File: config.mk
export PLATFORM = sky130hd
export DESIGN_NAME = opr_resolver
export DESIGN_NICKNAME = d
export VERILOG_FILES = /design/src/rtl/opr_pkg.sv /design/src/rtl/opr_decode.sv /design/src/rtl/opr_addr.sv /design/src/rtl/opr_resolver.sv
export SDC_FILE = /design/constraint.sdc
export NUM_CORES = 1
export LEC_CHECK = 0
export ABC_AREA = 1
export CAP_MARGIN = 20
export CORE_MARGIN = 4
export CORE_UTILIZATION = 40
export DETAILED_ROUTE_END_ITERATION = 7
export PLACE_DENSITY = 0.76
export SETUP_SLACK_MARGIN = 0.3
export SYNTH_ARGS = -nofsm -noshare
export SYNTH_HDL_FRONTEND = slang
export SYNTH_HIERARCHICAL = 1
export SYNTH_SLANG_ARGS = --single-unit
File: constraint.sdc
create_clock -name clk -period 3.25 [get_ports clk]
set_input_delay 0.65 -clock clk [delete_from_list [all_inputs] [get_ports clk]]
set_output_delay 0.65 -clock clk [all_outputs]
set_load 0.1 [all_outputs]
File: src/rtl/opr_pkg.sv
package opr_pkg;

    localparam int BYTE_W = 8;
    localparam int SEL_W  = 4;

    localparam logic [2:0] CODE_H   = 3'd4;
    localparam logic [2:0] CODE_L   = 3'd5;
    localparam logic [2:0] CODE_MEM = 3'd6;

    localparam logic [SEL_W-1:0] SEL_XH = 4'd8;
    localparam logic [SEL_W-1:0] SEL_YH = 4'd10;

    localparam logic [BYTE_W-1:0] OP_PFX_X = 8'hDD;
    localparam logic [BYTE_W-1:0] OP_PFX_Y = 8'hFD;
    localparam logic [BYTE_W-1:0] OP_HALT  = 8'h76;

    typedef enum logic [2:0] {
        S_FETCH,
        S_DISP,
        S_REG,
        S_MEM,
        S_HALT
    } state_t;

    typedef enum logic [1:0] {
        PX_NONE = 2'd0,
        PX_IX   = 2'd1,
        PX_IY   = 2'd2
    } pfx_t;

    // Maps a 3-bit operand code to a register select, honouring the index swap.
    function automatic logic [SEL_W-1:0] remap(logic [2:0] code, pfx_t pfx, logic keep_plain);
        logic [SEL_W-1:0] sel;
        sel = {1'b0, code};
        if (!keep_plain && pfx != PX_NONE && (code == CODE_H || code == CODE_L))
            sel = ((pfx == PX_IX) ? SEL_XH : SEL_YH) + {3'b000, code[0]};
        return sel;
    endfunction

endpackage

File: src/rtl/opr_decode.sv
module opr_decode
    import opr_pkg::*;
(
    input  logic [BYTE_W-1:0] op,
    input  pfx_t              pfx,
    output logic              is_ld,
    output logic              is_alu,
    output logic              is_halt,
    output logic              mem_rd,
    output logic              mem_wr,
    output logic [SEL_W-1:0]  dst_sel,
    output logic [SEL_W-1:0]  src_sel,
    output logic [2:0]        alu_op
);

    logic [2:0] dcode;
    logic [2:0] scode;
    logic       has_mem;

    always_comb begin
        dcode   = op[5:3];
        scode   = op[2:0];
        is_halt = (op == OP_HALT);
        is_ld   = (op[7:6] == 2'b01) && !is_halt;
        is_alu  = (op[7:6] == 2'b10);
        mem_rd  = (is_ld || is_alu) && (scode == CODE_MEM);
        mem_wr  = is_ld && (dcode == CODE_MEM);
        has_mem = mem_rd || mem_wr;
        dst_sel = remap(dcode, pfx, has_mem);
        src_sel = remap(scode, pfx, has_mem);
        alu_op  = op[5:3];
    end

endmodule

File: src/rtl/opr_addr.sv
module opr_addr #(
    parameter int ADDR_W = 16,
    parameter int DISP_W = 8
) (
    input  logic [ADDR_W-1:0] base,
    input  logic [DISP_W-1:0] disp,
    input  logic              indexed,
    output logic [ADDR_W-1:0] addr
);

    localparam int EXT_W = ADDR_W - DISP_W;

    logic [ADDR_W-1:0] offset;

    assign offset = indexed ? {{EXT_W{disp[DISP_W-1]}}, disp} : '0;
    assign addr   = base + offset;

endmodule

File: src/rtl/opr_resolver.sv
module opr_resolver
    import opr_pkg::*;
#(
    parameter int ADDR_W = 16
) (
    input  logic              clk,
    input  logic              rst_n,
    output logic              fetch_req,
    input  logic              fetch_rdy,
    input  logic [7:0]        fetch_data,
    output logic [3:0]        rf_rd_sel,
    input  logic [7:0]        rf_rd_data,
    output logic              rf_wr_en,
    output logic [3:0]        rf_wr_sel,
    output logic [7:0]        rf_wr_data,
    output logic [1:0]        pair_sel,
    input  logic [ADDR_W-1:0] pair_data,
    output logic              mem_req,
    output logic              mem_we,
    output logic [ADDR_W-1:0] mem_addr,
    output logic [7:0]        mem_wdata,
    input  logic [7:0]        mem_rdata,
    input  logic              mem_rdy,
    output logic              alu_go,
    output logic [2:0]        alu_op,
    output logic [7:0]        alu_operand,
    output logic              done,
    output logic              halt
);

    state_t            state, nstate;
    pfx_t              pfx_q;
    logic [BYTE_W-1:0] op_q, disp_q, op_cur, opnd;
    logic              is_ld, is_alu, is_halt, mem_rd, mem_wr, is_pfx, take;
    logic [SEL_W-1:0]  dst_sel, src_sel;

    assign op_cur = (state == S_FETCH) ? fetch_data : op_q;
    assign is_pfx = (fetch_data == OP_PFX_X) || (fetch_data == OP_PFX_Y);
    assign take   = (state == S_FETCH) && fetch_rdy;

    opr_decode u_dec (
        .op      (op_cur),
        .pfx     (pfx_q),
        .is_ld   (is_ld),
        .is_alu  (is_alu),
        .is_halt (is_halt),
        .mem_rd  (mem_rd),
        .mem_wr  (mem_wr),
        .dst_sel (dst_sel),
        .src_sel (src_sel),
        .alu_op  (alu_op)
    );

    opr_addr #(.ADDR_W(ADDR_W), .DISP_W(BYTE_W)) u_addr (
        .base    (pair_data),
        .disp    (disp_q),
        .indexed (pfx_q != PX_NONE),
        .addr    (mem_addr)
    );

    // State and instruction registers
    always_ff @(posedge clk) begin
        if (!rst_n) begin
            state  <= S_FETCH;
            pfx_q  <= PX_NONE;
            op_q   <= '0;
            disp_q <= '0;
            halt   <= 1'b0;
        end else begin
            state <= nstate;
            if (take && is_pfx)
                pfx_q <= (fetch_data == OP_PFX_X) ? PX_IX : PX_IY;
            else if (done)
                pfx_q <= PX_NONE;
            if (take && !is_pfx)
                op_q <= fetch_data;
            if (take && !is_pfx && is_halt)
                halt <= 1'b1;
            if (state == S_DISP && fetch_rdy)
                disp_q <= fetch_data;
        end
    end

    // Next state and outputs
    always_comb begin
        nstate      = state;
        done        = 1'b0;
        fetch_req   = 1'b0;
        mem_req     = 1'b0;
        rf_wr_en    = 1'b0;
        alu_go      = 1'b0;
        opnd        = (state == S_MEM) ? mem_rdata : rf_rd_data;
        rf_rd_sel   = src_sel;
        rf_wr_sel   = dst_sel;
        rf_wr_data  = opnd;
        alu_operand = opnd;
        mem_we      = mem_wr;
        mem_wdata   = rf_rd_data;
        pair_sel    = pfx_q;
        unique case (state)
            S_FETCH: begin
                fetch_req = 1'b1;
                if (fetch_rdy) begin
                    if (is_pfx) begin
                        done = (pfx_q != PX_NONE);
                    end else if (is_halt) begin
                        nstate = S_HALT;
                        done   = 1'b1;
                    end else if (is_ld || is_alu) begin
                        if (mem_rd || mem_wr)
                            nstate = (pfx_q != PX_NONE) ? S_DISP : S_MEM;
                        else
                            nstate = S_REG;
                    end else begin
                        done = 1'b1;
                    end
                end
            end
            S_DISP: begin
                fetch_req = 1'b1;
                if (fetch_rdy)
                    nstate = S_MEM;
            end
            S_REG: begin
                rf_wr_en = is_ld;
                alu_go   = is_alu;
                done     = 1'b1;
                nstate   = S_FETCH;
            end
            S_MEM: begin
                mem_req = 1'b1;
                if (mem_rdy) begin
                    rf_wr_en = is_ld && mem_rd;
                    alu_go   = is_alu;
                    done     = 1'b1;
                    nstate   = S_FETCH;
                end
            end
            S_HALT: begin
                nstate = S_HALT;
            end
            default: nstate = S_FETCH;
        endcase
    end

endmodule

# Yosys cells after proc, flatten, opt, wreduce, memory -nomap -nowiden
# Cells that the tools add are included.
[op_classes]
n_addsub = 3
eq_ne = 21
muxes = 30
reduce_logical = 25
[op_table]
columns = ["operator", "count"]
rows = [
  ["$eq A3 B3 Y1 const B", 7],
  ["$mux W3", 6],
  ["$add A16 B16 Y16", 1],
  ["$eq A8 B8 Y1 const B", 2],
  ["$mux W16", 1],
  ["$mux W8", 2],
  ["$logic_and A1 B1 Y1", 12],
  ["$mux W2", 6],
  ["$pmux W3 S4", 1],
  ["$mux W1", 9],
  ["$add A4 B1 Y4", 2],
  ["$eq A8 B7 Y1 const B", 1],
  ["$mux W4", 2],
  ["$ne A2 B2 Y1 const B", 4],
  ["$eq A3 B2 Y1 const B", 2],
  ["$logic_or A1 B1 Y1", 5],
  ["$reduce_and A5 Y1", 1],
  ["$eq A2 B1 Y1 const B", 2],
  ["$pmux W1 S2", 2],
  ["$reduce_bool A2 Y1", 2],
  ["$eq A3 B1 Y1 const B", 1],
  ["$logic_not A1 Y1", 3],
  ["$logic_not A3 Y1", 1],
  ["$ne A3 B2 Y1 const B", 1],
  ["other kinds (3)", 3],
]
[word_totals]
register_bits = 22
input_bits = 44
out_inout_bits = 60
word_cells = 84

# Longest topological paths before layout
# Gate-level depths: netlist of the first run.
[logic_depth]
ltp_word = 14
depth_mapped = 20
ltp_nobuf = 20

# Cells and area by module
# Netlist of the first run, hierarchy kept.
[by_module_without_submodules]
columns = ["mod", "n_inst", "cells_each", "area_each_um2", "seq_area_each_um2"]
rows = [
  ["opr_resolver", 1, 207, 1335.0, 440.4],
  ["opr_addr", 1, 179, 908.4, 0.0],
  ["opr_decode", 1, 53, 261.5, 0.0],
]

# Worst setup path after synthesis of the first run
# Ideal clock, no wire load.
[synth_timing]
kind = "reg2out"
start = "register pfx_q[0], in the netlist pair_sel[0]"
end = "output port mem_addr[8]"
arrival_ns = 3.828
required_time_ns = 2.600
setup_slack_ns = -1.228
path_stages_with_launch = 15
path_buffers = 1
cell_sequence = "dfxtp_1 > nor2_1 > inv_1 > buf_4 > nand2_1 > inv_1 > ha_1 > fa_1 > nand3_1 > nand2_1 > nand2_1 > nand2_1 > nand2_1 > nand2_1 > xor2_1"
[synth_via]
elab_chain_len = 3
[synth_lines]
columns = ["element", "line_no", "text"]
rows = [
  ["start, declared", "opr_resolver.sv:32", "pfx_t pfx_q;"],
  ["start signal, assigned", "opr_resolver.sv:72", "pfx_q <= (fetch_data == OP_PFX_X) ? PX_IX : PX_IY;"],
  ["$reduce_bool A2 Y1", "opr_resolver.sv:57", ".indexed (pfx_q != PX_NONE),"],
  ["$mux W16", "opr_addr.sv:15", "assign offset = indexed ? {{EXT_W{disp[DISP_W-1]}}, disp} : '0;"],
  ["$add A16 B16 Y16", "opr_addr.sv:16", "assign addr = base + offset;"],
  ["end, declared", "opr_resolver.sv:20", "output logic [ADDR_W-1:0] mem_addr,"],
]
# Every way passes these cells.

# Worst setup path in the final report of the first run
[layout_timing]
start = "input port pair_data[11]"
end = "output port mem_addr[12]"
[layout_via]
elab_chain_len = 1
[layout_lines]
columns = ["element", "line_no", "text"]
rows = [
  ["start, declared", "opr_resolver.sv:17", "input logic [ADDR_W-1:0] pair_data,"],
  ["$add A16 B16 Y16", "opr_addr.sv:16", ""],
]
# Every way passes these cells.

==> results of run 1 <==
placed cells by master (no fill, tap or decap), types with 5 or more instances in the layout:
| cell type | instances |
|---|---|
| dfxtp_1 | 17 |
| nand2_2 | 28 |
| dlygate4sd2_1 | 14 |
| buf_12 | 27 |
| o21ai_0 | 19 |
| inv_1 | 52 |
| clkdlybuf4s50_1 | 25 |
| nor2_4 | 5 |
| nand3_1 | 21 |
| nor2_1 | 33 |
| xor2_4 | 8 |
| nor2_2 | 9 |
| nand2_1 | 101 |
| nand2_4 | 22 |
| ha_4 | 6 |
| nand3_4 | 5 |
| a21oi_1 | 12 |
| inv_2 | 18 |
| buf_4 | 74 |
| clkinvlp_4 | 5 |
layer usage:
metal / up-vias / track usage (%) / part of all wire (%)
met5: - / 0 / 0
met3: 16 / 3.311 / 4.8
met2: 95 / 41.96 / 55
met4: 0 / 5.160 / 1.5
li1: 1562 / - / -
met1: 1407 / 23.74 / 38
per-stage QoR:
stage / utilization, % / instance area [µm²] / instances / hold slack (ps) / TNS, ps
after floorplan: - / 3002 / 439 / 455.4 / 0
after global placement: 69.74 / 4178 / 602 / 455.5 / 0
after detailed placement: 69.74 / 4178 / 602 / 460.6 / -5.394
after CTS: 74.92 / 4488 / 629 / 480.3 / 0
after global routing: 77.84 / 4663 / 636 / 507.0 / 0
final: 77.84 / 4663 / 636 / 480.1 / 0
where the power goes:
group          switching (µW)  total (µW)  internal (µW)  leakage [µW]
clock                    94.1         202            108     0.0000288
combinational             720        1070            348       0.00216
sequential               13.5         299            286      0.000183
state kept, by name (all words and copies together), names as in the netlist:
signal / count
disp_q: 8
halt: 1
op_q: 8
pair_sel: 2
state: 3
cell families after synthesis:
logic type	Yosys count	share of synthesized area, %
flip-flops	22	17.58
adder cells (fa/ha/maj)	8	4.296
AND/OR/NAND/NOR	238	42.06
XOR/XNOR	12	4.196
AO/OA/AOI/OAI	51	11.39
buffers and inverters	108	20.48
critical path: stages:
cell and delay (ps):
clkdlybuf4s50_1 440, inv_1 110, nand3_1 90, nand2_2 180, nand2_1 140, nor2_1 260
nand2_4 110, nand2_4 80, nand2_4 60, nand2_8 70, buf_12 160
final cells by class:
class                   count  area share [%]
repair buffers            147           33.38
inverters                  79           6.896
multi-input cells         309           46.79
flip-flops and latches     22           9.740
well taps                  75           2.012
clock buffers               4           1.181
repair_timing:
action                     CTS  global route
resized for setup           41            41
setup endpoints to repair   17            18
pin swaps                   30            22
setup buffers               23             7
worst min path at each step:
stage               startpoint  endpoint  slack, ps
floorplan              op_q[0]   op_q[0]        460
global placement          halt      halt        460
detailed placement        halt      halt        460
CTS                       halt      halt        480
global route              halt      halt        510
finish                    halt      halt        480
==> flow_summary.yaml, run 1 <==
setup_path:
  endpoint: "mem_addr[12]"
  rrSetupSlack_ps: 1040
  start_kind: "input pin"
  crit_fanout: 3
  end_kind: "output port"
  reg2reg_depth: 19
  r2r_end: "state[1]"
  worstSetupStartpoint: "pair_data[11]"
  cp.required_ps: 2600
  critPathArrivalTime_ps: 2360
  path_class: "input pin to output port"
  rr_startpoint: "state[2]"
logic_synthesis:
  avgSynthCellArea_um2: 5.706
  synth-edff-count: 0
  yosysWarnings: 6
  synth.most_common_cell: "nand2_1"
  yosysUniqueCellTypes: 34
  ys.flop_type: "dfxtp_1"
  syn_area_mm2: 0.002505
  synth_fp_nets: 491
  yosys-top-cells-area: "nand2_1 21%, dfxtp_1 18%, inv_1 11%"
  ys_ff_latch: 22
  synth_common_cells: "140 x nand2_1, 74 x inv_1, 38 x nor2_1, 27 x nand3_1, 25 x o21ai_0"
  yosys.area.top_type: "nand2_1"
  seq_area_frac_synth_pct: 17.58
  async_flop_share_pct: 0
  synth.top_cell.area_share_pct: 20.98
  synthCells: 439
drt:
  vias: 3080
  drc: 0
  antenna_left: 0
  wl_per_cell_um: 13.31
  dr.pass1.iters: 4
  drt_iter0_markers: 78
  finalWirelength_um: 8464
  viasPerCell: 4.843
floorplanning:
  die_h_um: 87.14
  io_pins: 104
  die-area_mm2: 0.007593
  coreArea_mm2: 0.005991
  start_util_pct: 41.81
  die_w_um: 87.14
  rows: 28
cells_and_area:
  ff_latch_area_um2: 454.2
  synthToLayoutAreaGrowth_pct: 86.16
  multiInputGateArea_mm2: 0.002182
  antennaDiodeCount: 0
  final_nets: 614
  layout-drive-gt1-share_pct: 43.49
  n_fill_cell: 424
global_routing:
  grt_max_degree: 21
  grt_pass1_vias: 3092
  grt_overflow: 0
  grt_pass1_wl_um: 13540
  grt.total_usage_pct: 21.41
  antenna_found_initial: 0
timing:
  rsz0062_at_grt: "yes"
  slew_headroom_pct: 56.31
  timing.final.crit_share_pct: 92.63
  layout_setup_ws_ps: 239.6
  finalHoldViolCount: 0
  tightest_slew_ps: 653.2
  min_period_ps: 3010
  fmax_mhz: 332.2
  fin_worst_skew_ps: 6.130
  setup_viol: 0
  slew_viol_final: 0
clocking:
  cts_buffers: 3
  root_buffer: "clkbuf_8"
  clk_pin_slew_ps: 80
  cts_buffer_depth: 2
  h-tree-depth: 1
  clk_latency_ps: 270
  postCtsHoldBufs: 0
  cts.sinks: 22
  cts_tree: "yes"
worst_hold_path:
  hold_path_class: "register to register"
  worstHoldPathCells: 1
power:
  finalPower_uw: 1569
  peakVddDrop_uv: 435.6
  p_leak_uw: 0.002367
  pwr_density_cell_mw_per_mm2: 336.5
flow_run:
  cap_violations: 0
placement:
  portBuffers: 103
  post-place-ws_ps: -5.394
  dpl.hpwl_um: 6207
  place.gp.congestion: 0.8825
run_status:
  status: "completed"
No activity file was read; power rests on OpenSTA's default activity.
==> run 2: changes to the inputs <==
--- a/config.mk
+++ b/config.mk
@@ -9,10 +9,13 @@
 export CAP_MARGIN = 20
 export CORE_MARGIN = 4
 export CORE_UTILIZATION = 40
+export CTS_CLUSTER_SIZE = 14
 export DETAILED_ROUTE_END_ITERATION = 7
 export PLACE_DENSITY = 0.76
 export SETUP_SLACK_MARGIN = 0.3
+export SLEW_MARGIN = 30
 export SYNTH_ARGS = -nofsm -noshare
 export SYNTH_HDL_FRONTEND = slang
 export SYNTH_HIERARCHICAL = 1
 export SYNTH_SLANG_ARGS = --single-unit
+export TNS_END_PERCENT = 5
==> run 2 against run 1 <==
Compared with the run above:
- total power down 2.6%
- clock power about the same
- fmax up 1.7%
- die area unchanged
- setup slack better by 49 ps
- routed wire length down 3.9%
- critical path depth up 3
- cell count down 0.47%
- global-route usage down 0.55 points
- final area down 5.1%
- critical path type unchanged
- largest cell class unchanged
==> flow_summary.yaml, run 2 (same netlist as run 1, synthesis figures left out) <==
run_status:
  status: "completed"
power:
  pwr_density_cell_mw_per_mm2: 345.1
  p_leak_uw: 0.002323
  peakVddDrop_uv: 376.1
drt:
  drc: 0
  drt_iter0_markers: 110
  dr.pass1.iters: 5
  finalWirelength_um: 8137
  viasPerCell: 4.820
  antenna_left: 0
  wl_per_cell_um: 12.85
  vias: 3051
floorplanning:
  die-area_mm2: 0.007593
  rows: 28
  io_pins: 104
  die_h_um: 87.14
  coreArea_mm2: 0.005991
  die_w_um: 87.14
  start_util_pct: 41.81
setup_path:
  crit_fanout: 4
  start_kind: "input pin"
  path_class: "input pin to output port"
  path_cells: "dlygate4sd2_1, ha_4, fa_2, nand3_2, nand2_2, nand2_2, nand2_4, nand2_4, nand2_4, nand2_2, nand2_1, nand2_1, nand2_2, buf_12"
  end_kind: "output port"
  critPathArrivalTime_ps: 2310
  cp.required_ps: 2600
  cpMostUsedCell: "nand2_2"
  cp_slowest_stage_delay_ps: 350
  cp_slowest_cell: "fa_2"
cells_and_area:
  fin_area_mm2: 0.004427
  synthToLayoutAreaGrowth_pct: 76.72
  reg.largest.list: "disp_q: 8 flops, op_q: 8 flops, state: 3 flops"
  layout_common_cells: "114 x nand2_1, 72 x buf_4, 57 x inv_1"
  multiInputGateArea_mm2: 0.001962
  antennaDiodeCount: 0
  ff_latch_area_um2: 450.4
  final_common_cell: "nand2_1"
  layout-drive-gt1-share_pct: 39.43
  n_fill_cell: 434
  fin_util_pct: 73.89
  final_nets: 611
placement:
  dpl-instance-area_mm2: 0.003939
  place.gp.congestion: 0.8190
  portBuffers: 103
  dpl.hpwl_um: 5988
timing:
  fin_worst_skew_ps: 9.897
  rsz0062_at_grt: "yes"
  finalHoldViolCount: 0
  whs_ps: 473.2
  timing.final.crit_share_pct: 91.12
  fmax_mhz: 337.7
  slew_viol_final: 0
  slew_headroom_pct: 57.16
  tightest_slew_ps: 640.6
  min_period_ps: 2961
  setup_viol: 0
clocking:
  cts_tree: "yes"
  clk_latency_ps: 270
  cts.sinks: 22
  clk_pin_slew_ps: 70
  h-tree-depth: 1
  postCtsHoldBufs: 0
  root_buffer: "clkbuf_8"
  cts_buffer_depth: 2
  cts_buffers: 3
global_routing:
  antenna_found_initial: 0
  grt_max_degree: 21
  grt.total_usage_pct: 20.86
  grt_overflow: 0
  grt_pass1_vias: 2972
  grt_pass1_wl_um: 13140
flow_run:
  cap_violations: 0
worst_hold_path:
  hold_path_class: "register to register"
[run 2: area by class of cell]
| cell class | instances | area share [%] |
|---|---|---|
| flip-flops and latches | 22 | 10.18 |
| inverters | 79 | 7.236 |
| well taps | 75 | 2.120 |
| multi-input cells | 309 | 44.32 |
| repair buffers | 144 | 34.91 |
| clock buffers | 4 | 1.244 |
[run 2: final timing paths]
| path | start | cells past startpoint | endpoint | slack [ps] |
|---|---|---|---|---|
| worst min register to register | halt | 1 | halt | 470 |
| worst max register to register | state[1] | 20 | state[1] | 1080 |
| worst max-delay path | pair_data[0] | 14 | mem_addr[12] | 290 |
| worst min-delay path | halt | 1 | halt | 470 |
[run 2: through the flow]
stage | power (µW) | instances | worst slack [ps] | setup TNS [ps]
floorplan | 984.2 | 439 | -14.32 | -46.01
global placement | 1247 | 607 | 42.26 | 0
detailed placement | 1256 | 607 | 3.729 | 0
CTS | 1507 | 625 | 285.0 | 0
global route | 1594 | 633 | 170.9 | 0
finish | 1528 | 633 | 288.5 | 0
[run 2: layer usage]
layer	track usage [%]	vias up	wire, µm
li1	-	1568	-
met1	25.04	1366	3303
met2	39.34	106	4253
met3	2.933	11	502
met4	3.905	0	77
met5	0	-	0
[run 2: critical path, delay by kind of cell]
kind | cells | cell delay [ps]
and+or+nand+nor | 10 | 710
adders and majority gates | 2 | 520
buffers and inverters | 2 | 420
[run 2: power by group]
part | switching (µW) | leakage (µW) | internal (µW)
logic | 692 | 0.00211 | 339
clock network | 91.2 | 0.0000288 | 108
registers | 12.4 | 0.000182 | 286
[run 2: what timing repair did]
item | 4_1_cts | 5_1_grt
gates resized for setup | 55 | 33
pin swaps | 28 | 22
endpoints found under the setup margin | 20 | 19
buffers inserted | 14 | 8
cloned | 0 | 0
==> run 3: changes to the inputs <==
==> constraint.sdc (replaced) <==
create_clock -name clk -period 2.9 [get_ports clk]
set_input_delay 0.29 -clock clk [delete_from_list [all_inputs] [get_ports clk]]
set_output_delay 0.29 -clock clk [all_outputs]
set_load 0.1 [all_outputs]
==> run 3 against run 2 <==
Compared with the run above:
- register-to-register slack worse by 440 ps
- critical path type is now register to output port
- global-route usage down 1.7 points
- count of clock-buffer cells in the layout unchanged
- worst hold slack better by 9.3 ps
- critical path depth down 1
- via count down 5.9%
==> flow_summary.yaml, run 3 (same netlist as run 1, synthesis figures left out) <==
run_status:
  status: "completed"
drt:
  antenna_left: 0
  dr.pass1.iters: 4
  drc: 0
  viasPerCell: 4.738
  drt_iter0_markers: 123
  vias: 2871
  wl_per_cell_um: 12.13
  finalWirelength_um: 7349
floorplanning:
  start_util_pct: 41.81
  rows: 28
  die_w_um: 87.14
  coreArea_mm2: 0.005991
  io_pins: 104
  die-area_mm2: 0.007593
  die_h_um: 87.14
placement:
  dpl-instance-area_mm2: 0.003785
  place.gp.congestion: 0.8447
  dpl.hpwl_um: 5925
  post-place-ws_ps: 249.6
  portBuffers: 103
clocking:
  cts_buffers: 3
  h-tree-depth: 1
  postCtsHoldBufs: 0
  root_buffer: "clkbuf_8"
  cts_tree: "yes"
  cts.sinks: 22
  clk_latency_ps: 260
  cts_buffer_depth: 2
  clk_pin_slew_ps: 80
cells_and_area:
  layout_common_cells: "127 x nand2_1, 63 x inv_1, 49 x buf_4"
  final_nets: 584
  fin_area_mm2: 0.004036
  antennaDiodeCount: 0
  layout-drive-gt1-share_pct: 31.07
  final_common_cell: "nand2_1"
  synthToLayoutAreaGrowth_pct: 61.14
  ff_latch_area_um2: 450.4
  multiInputGateArea_mm2: 0.001847
  reg.largest.list: "disp_q: 8 flops, op_q: 8 flops, state: 3 flops"
  n_fill_cell: 511
timing:
  finalHoldViolCount: 0
  layout_setup_ws_ps: 304.0
  tightest_slew_ps: 647.6
  fmax_mhz: 385.2
  slew_viol_final: 0
  setup_viol: 0
  fin_worst_skew_ps: 3.586
  rsz0062_at_grt: "yes"
  min_period_ps: 2596
  timing.final.crit_share_pct: 89.52
  slew_headroom_pct: 56.67
setup_path:
  cp.required_ps: 2610
  crit_fanout: 8
  critPathArrivalTime_ps: 2310
  start_kind: "register"
  end_kind: "output port"
  path_class: "register to output port"
  rrSetupSlack_ps: 640
global_routing:
  grt_overflow: 0
  antenna_found_initial: 0
  grt.total_usage_pct: 19.21
  grt_max_degree: 21
  grt_pass1_wl_um: 12230
  grt_pass1_vias: 2854
power:
  p_sw_uw: 863.7
  pwr_density_cell_mw_per_mm2: 396.9
  swShare_pct: 53.92
  clock_power_share_pct: 12.2
  peakVddDrop_uv: 447.6
  power.internal_uw: 738.2
  p_leak_uw: 0.002070
  p_seq_share_pct: 20.8
  combPwrFrac_pct: 67.0
flow_run:
  cap_violations: 0
worst_hold_path:
  hold_path_class: "register to register"
run 3: cell types whose count changed in the layout (fill, tap and decap cells not counted), moves of 5 or more:
cell / change
dlymetal6s2s_1: -6
nand2_1: +13
inv_2: -5
nand2_2: -10
clkdlybuf4s50_1: +16
dlygate4sd2_1: -10
buf_4: -23
inv_1: +6
run 3: worst paths after layout:
path,startpoint,end,cells after the start
worst max register to register,state[1],state[1],20
worst min register to register,halt,halt,1
worst max-delay path,pair_sel[0],mem_addr[9],13
worst min-delay path,halt,halt,1
run 3: power groups by stage:
stage	registers, µW	logic (µW)	clock network, µW
after global placement	339	1020	0
final	334	1070	195
after detailed placement	340	1030	0
after floorplan	337	768	0
after global routing	336	1130	211
after CTS	333	1050	196
run 3: layout make-up:
type / instances / area share (%)
multi-input cells: 310 / 45.75
repair buffers: 116 / 31.68
flip-flops and latches: 22 / 11.16
inverters: 79 / 7.967
well taps: 75 / 2.325
clock buffers: 4 / 1.116
run 3: worst max-delay path, stage by stage, from the launching register on:
cell and delay (ps):
dfxtp_4 370, nor2_4 150, inv_6 60, nand2_1 60
inv_1 50, ha_2 360, nand2_1 80, inv_1 80
nand2_1 60, nand2_1 150, nand3_1 90, nand2_1 150
xor2_4 180, buf_12 190
run 3: metal layers:
metal | vias to the layer above | part of all wire [%] | wire length [µm] | global-route usage (%)
met3 | 4 | 6.4 | 472 | 2.933
met5 | - | 0 | 0 | 0
li1 | 1502 | - | - | -
met1 | 1285 | 41 | 3020 | 23.01
met4 | 0 | 0.59 | 43 | 2.789
met2 | 80 | 52 | 3813 | 36.51
run 3: what timing repair did:
item,4_1_cts,5_1_grt
setup buffers,5,5
pin swaps,9,7
endpoints found under the setup margin,14,17
resized for setup,19,17
gates cloned,1,0
run 3: metrics by stage:
stage	setup TNS, ps	instances	total power [µW]	utilization (%)	hold WS, ps
3_5_place_dp	0	591	1365	63.18	463.8
3_3_place_gp	0	591	1357	63.18	455.0
4_1_cts	0	601	1575	65.79	482.3
5_1_grt	0	606	1674	67.38	524.3
2_1_floorplan	-4.315	439	1105	-	424.9
6_report	0	606	1602	67.38	482.5
